**config.mk**
```make
export PLATFORM = sky130hd
export DESIGN_NAME = chmap_intc
export DESIGN_NICKNAME = d
export VERILOG_FILES = /design/src/rtl/chmap_intc.sv
export SDC_FILE = /design/constraint.sdc
export NUM_CORES = 2
export LEC_CHECK = 0
export CORE_ASPECT_RATIO = 1.4
export CORE_MARGIN = 2
export CORE_UTILIZATION = 45
export CTS_CLUSTER_DIAMETER = 60
export CTS_CLUSTER_SIZE = 30
export DETAILED_ROUTE_END_ITERATION = 6
export DONT_BUFFER_PORTS = 1
export PLACE_DENSITY = 0.63
export SETUP_SLACK_MARGIN = 0.3
export SYNTH_ARGS = -nofsm -noshare
export SYNTH_HDL_FRONTEND = slang
export SYNTH_SLANG_ARGS = --single-unit
```
**constraint.sdc**
```tcl
create_clock -name clk -period 311.2 [get_ports clk]
set_input_delay 15.56 -clock clk [delete_from_list [all_inputs] [get_ports clk]]
set_output_delay 15.56 -clock clk [all_outputs]
set_load 0.005 [all_outputs]
```
**src/rtl/chmap_intc.sv**
```systemverilog
module chmap_intc #(
  parameter int NUM_LINES  = 64,
  parameter int NUM_CHAN   = 32,
  parameter int FAST_CHANS = 2,
  parameter int DEF_CHAN   = 15,
  parameter int AW         = 10,
  localparam int IW        = $clog2(NUM_LINES) + 1
) (
  input  logic                 clk,
  input  logic                 rst_n,
  input  logic [NUM_LINES-1:0] irq_in,
  input  logic [AW-1:0]        addr,
  input  logic [31:0]          wdata,
  input  logic                 wen,
  output logic [31:0]          rdata,
  output logic                 fast_irq,
  output logic                 norm_irq,
  output logic [IW-1:0]        fast_idx,
  output logic [IW-1:0]        norm_idx
);
  localparam int LIW    = $clog2(NUM_LINES);
  localparam int CW     = $clog2(NUM_CHAN);
  localparam int W_GEN  = 0;
  localparam int W_HEN  = 1;
  localparam int W_HSET = 2;
  localparam int W_HCLR = 3;
  localparam int W_ESET = 4;
  localparam int W_ECLR = 5;
  localparam int W_SCLR = 6;
  localparam int W_WIN  = 7;
  localparam int W_STAT = 'h40;
  localparam int W_ENW  = 'h50;
  localparam int W_POL  = 'h60;
  localparam int W_TYP  = 'h70;
  localparam int W_MAP  = 'h80;

  logic [NUM_LINES-1:0] stat, en, pol, typ, prv;
  logic [NUM_LINES-1:0] det, s_clr, e_clr, e_set, pend;
  logic [CW-1:0]        chan [NUM_LINES];
  logic                 gen;
  logic [1:0]           hen;
  logic [31:0]          wi;
  logic                 ffound, nfound;
  logic [LIW-1:0]       fwin, nwin;
  logic [CW-1:0]        fch, nch;

  assign wi   = 32'(addr[AW-1:2]);
  assign pend = stat & en;

  always_comb begin
    for (int i = 0; i < NUM_LINES; i++) begin
      det[i]   = typ[i] ? (pol[i] ? (irq_in[i] & ~prv[i]) : (~irq_in[i] & prv[i]))
                        : (irq_in[i] == pol[i]);
      s_clr[i] = wen && ((wi == W_SCLR && wdata == 32'(i)) ||
                         (wi == 32'(W_STAT + i / 32) && wdata[i % 32]));
      e_clr[i] = wen && ((wi == W_ECLR && wdata == 32'(i)) ||
                         (wi == 32'(W_ENW + i / 32) && wdata[i % 32]));
      e_set[i] = wen && wi == W_ESET && wdata == 32'(i);
    end
  end

  always_ff @(posedge clk) begin
    if (!rst_n) begin
      stat <= '0;
      en   <= '0;
      pol  <= '1;
      typ  <= '0;
      prv  <= '0;
      gen  <= 1'b0;
      hen  <= 2'b00;
      for (int i = 0; i < NUM_LINES; i++) chan[i] <= CW'(DEF_CHAN);
    end else begin
      prv  <= irq_in;
      stat <= (stat & ~s_clr) | det;
      en   <= (en & ~e_clr) | e_set;
      if (wen) begin
        if (wi == W_GEN) gen <= wdata[0];
        if (wi == W_HEN) hen <= wdata[1:0];
        if (wi == W_HSET && wdata < 32'd2) hen[wdata[0]] <= 1'b1;
        if (wi == W_HCLR && wdata < 32'd2) hen[wdata[0]] <= 1'b0;
        for (int i = 0; i < NUM_LINES; i++) begin
          if (wi == 32'(W_POL + i / 32)) pol[i] <= wdata[i % 32];
          if (wi == 32'(W_TYP + i / 32)) typ[i] <= wdata[i % 32];
          if (wi == 32'(W_MAP + i / 4))  chan[i] <= wdata[(i % 4) * 8 +: CW];
        end
      end
    end
  end

  always_comb begin
    ffound = 1'b0; nfound = 1'b0;
    fwin = '0; nwin = '0; fch = '0; nch = '0;
    for (int i = NUM_LINES - 1; i >= 0; i--) begin
      if (pend[i]) begin
        if (32'(chan[i]) < FAST_CHANS) begin
          if (!ffound || chan[i] <= fch) begin
            ffound = 1'b1; fch = chan[i]; fwin = LIW'(i);
          end
        end else if (!nfound || chan[i] <= nch) begin
          nfound = 1'b1; nch = chan[i]; nwin = LIW'(i);
        end
      end
    end
  end

  assign fast_idx = ffound ? {1'b0, fwin} : '1;
  assign norm_idx = nfound ? {1'b0, nwin} : '1;
  assign fast_irq = gen & hen[0] & ffound;
  assign norm_irq = gen & hen[1] & nfound;

  always_comb begin
    rdata = '0;
    if (wi == W_GEN) rdata[0] = gen;
    if (wi == W_HEN) rdata[1:0] = hen;
    if (wi == W_WIN) rdata = nfound ? 32'(nwin) : '1;
    for (int i = 0; i < NUM_LINES; i++) begin
      if (wi == 32'(W_STAT + i / 32)) rdata[i % 32] = stat[i];
      if (wi == 32'(W_ENW + i / 32))  rdata[i % 32] = en[i];
      if (wi == 32'(W_POL + i / 32))  rdata[i % 32] = pol[i];
      if (wi == 32'(W_TYP + i / 32))  rdata[i % 32] = typ[i];
      if (wi == 32'(W_MAP + i / 4))   rdata[(i % 4) * 8 +: CW] = chan[i];
    end
  end

  p_en_set_r4: assert property (@(posedge clk) disable iff (!rst_n)
    (wen && wi == W_ESET && wdata < 32'(NUM_LINES)) |=> en[$past(wdata[LIW-1:0])]);

  p_en_clr_r4: assert property (@(posedge clk) disable iff (!rst_n)
    (wen && wi == W_ECLR && wdata < 32'(NUM_LINES)) |=> !en[$past(wdata[LIW-1:0])]);

  p_stat_clr_r3: assert property (@(posedge clk) disable iff (!rst_n)
    (wen && wi == W_SCLR && wdata < 32'(NUM_LINES) && !typ[wdata[LIW-1:0]] &&
     irq_in[wdata[LIW-1:0]] != pol[wdata[LIW-1:0]]) |=> !stat[$past(wdata[LIW-1:0])]);

  p_fast_win_r8: assert property (@(posedge clk) disable iff (!rst_n)
    !fast_idx[IW-1] |-> (stat[fast_idx[LIW-1:0]] && en[fast_idx[LIW-1:0]] &&
                         32'(chan[fast_idx[LIW-1:0]]) < FAST_CHANS));

  p_norm_win_r8: assert property (@(posedge clk) disable iff (!rst_n)
    !norm_idx[IW-1] |-> (stat[norm_idx[LIW-1:0]] && en[norm_idx[LIW-1:0]] &&
                         32'(chan[norm_idx[LIW-1:0]]) >= FAST_CHANS));
endmodule

```
==> reports/metrics.yaml <==
worst_ir_drop_vdd_uv: 5.31
postCtsSetupBuffers: 0
antenna_found_initial: 22
finalClockSkew_ps: 20.8
slew_headroom_pct: -1.26
setup_violations: 0
cp_common_cell: "o21ai_0"
timing.final.ws_setup_ps: 162900
start_kind: "flip-flop"
cts_buffers: 40
io_buffers: 0
cp_slowest_cell: "a311oi_1"
nNetsFinal: 7784
fp.dieW_um: 304
drt-initial-drc-count: 7114
core_area_sq_um: 125000
synthDistinctLibCells: 105
ys_async_sr_fraction_pct: 0
pre_cts_ws_ps: 166290
mostFrequentLayoutCells: "nand2_1 (988), ha_1 (630), a21oi_1 (495), nor2_1 (484), o21ai_0 (400)"
grt-ovfl-total: 0
layout-drive-gt1-share_pct: 6.27
hold_viol: 0
total_power_uw: 200
reg2reg_from: "stat[47]$_SDFF_PN0_"
clk_latency_ps: 690
first_pass_iters: 7
max_freq_ghz: 0.00674
tightest_slew_ps: 1500
violations: "design-rule violations, max-capacitance violations, max-slew violations"
ys_ff_latch: 643
grt_usage_pct: 43.2
yosys_warnings: 0
antenna_left: 0
cts.clk_slew.worst_paths_ps: 120
ff2ff_path_depth: 3
initial_core_util_pct: 45.2
worst-endpoint-arrival_ps: 132740
avgRoutedWirePerCell_um: 32.9
area_delta_synth_final_pct: 7.62
synth-main-ff-cell: "dfxtp_1"
vias_per_cell: 6.57
wl_um: 288000
synth_edf_count: 320
vias: 57400
rrSetupSlack_ps: 309860
hpwl_um: 223000
synth_top_area_share_pct: 17.0
place.gp.congestion: 1.06
post_cts_resized: 0
slew_violations: 2
ctsHoldBuffers: 0
grt_start_max_net_pins: 373
cts-htree-levels: 2
startpoint: "chan[1][159]$_DFFE_PP_"
die-area_sq_um: 129000
max-cap-violations: 1
synth_area_leaders: "edfxtp_1 (17%), ha_1 (14%), dfxtp_1 (11%)"
crit_path_end_kind: "output port"
crit_path_end: "rdata[5]"
grt_pass1_vias: 54200
power_leakage_uw: 0.0246
grt_pass1_wl_um: 400000
synth_seq_area_share_pct: 28.4
cp_max_fo: 18
netlist_area_sq_um: 56600
min_period_ps: 148300
power_density_nw_per_um2: 3.28
fp.dieH_um: 424
avgSynthCellArea_sq_um: 8.13
cts_tree: "built"
period_share_pct: 47.7
netlist_instances: 6961
layout_commonest_cell: "nand2_1"
io_pins: 157
path_class: "reg -> out"
required_ps: 295640
drc: 2
cts_buffer_depth: 3
max_stage_delay_ps: 1110
status: "finished with violations"
hp-class: "reg -> reg"
rsz0062_at_grt: "no"
root_buffer: "clkbuf_16"
rr_endpoint: "stat[47]$_SDFF_PN0_"
cts_num_sinks: 643
yosysTopAreaCell: "edfxtp_1"
row_count: 154
setup_tns_ps: 0
==> cell type report <==
class,count,area [sq um]
Timing Repair Buffer,113,848
Tap cell,1638,2050
Clock buffer,45,1100
Antenna cell,19,47.5
Sequential cell,643,16100
Inverter,235,882
Fill cell,12400,64300
Multi-Input combinational cell,6012,39400
Clock inverter,29,499
==> metrics by stage <==
step / hold slack (ps) / instance area, sq um / std cells / util [%]
2_1_floorplan: 452 / 57600 / 7212 / -
3_3_place_gp: 464 / 59300 / 8640 / 47.3
3_5_place_dp: 471 / 59300 / 8640 / 47.3
4_1_cts: 486 / 60900 / 8714 / 48.6
5_1_grt: 508 / 60900 / 8722 / 48.6
6_report: 490 / 60900 / 8734 / 48.6
==> worst max-delay path: cells and delay by family, from the launching register on <==
kind            cells  cell delay, ps
compound gates    319           66100
simple gates      176           34230
fa+ha+maj          63           17500
mux                25            9090
buf+inv            29            4320
flops               1             600
==> flip-flops by register name (all words and copies together) (netlist names) <==
signal / flops
hen: 2
prv: 64
pol: 64
stat: 64
gen: 1
chan: 320
typ: 64
en: 64
==> power breakdown <==
group	internal [uW]	switching [uW]
Combinational	11.9	16.8
Clock	29.7	39.0
Sequential	93.0	9.33
Total	135	65.1
==> how the worst min path moves through the flow <==
stage	start	to	slack (ps)	cells after the start
after floorplan	typ[8]$_SDFFE_PN0P_	typ[8]$_SDFFE_PN0P_	450	2
after global placement	typ[18]$_SDFFE_PN0P_	typ[18]$_SDFFE_PN0P_	460	2
after detailed placement	typ[39]$_SDFFE_PN0P_	typ[39]$_SDFFE_PN0P_	470	2
after CTS	typ[39]$_SDFFE_PN0P_	typ[39]$_SDFFE_PN0P_	490	2
after global routing	typ[3]$_SDFFE_PN0P_	typ[3]$_SDFFE_PN0P_	510	2
final	typ[15]$_SDFFE_PN0P_	typ[15]$_SDFFE_PN0P_	490	2
==> per-layer routing <==
metal  up-vias  part of all wire (%)  track usage [%]  routed length [um]
met2      3429                    45             70.5              130000
met1     27200                    32             44.2               92900
li1      25500                     -                -                   -
met3      1214                   9.1             9.58               26300
met4        12                    13             46.6               38300
met5         -                 0.027                0                  77
==> cell usage after synthesis (all sizes together) (19+ instances only) <==
library cell and n:
nand2 992, ha 630, a21oi 496, nor2 488
o21ai 410, dfxtp 323, edfxtp 320, clkbuf 291
nor2b 285, nand3 263, inv 232, o21a 165
or3 165, nand2b 146, and3 120, and2 116
mux2 109, mux2i 102, a31oi 98, a21boi 76
nor4 74, o22ai 68, a21o 65, xnor2 64
xor2 64, a22oi 53, a211oi 52, a221oi 52
o211ai 48, nor3 45, or2 41, a22o 35
nand4 34, o31ai 32, buf 31, mux4 30
or4 30, nand3b 29, o221ai 24, a311oi 19
a31o 19
==> cell families after synthesis <==
kind of cell	Yosys count	synth area share (%)
simple gates	2878	25.1
other cells	1	0.00662
buf+inv	557	3.74
compound gates	1883	21.6
xor+xnor	128	1.98
flops	643	28.4
mux	241	5.21
fa+ha+maj	630	13.9
Power figures use the tool's default switching activity.
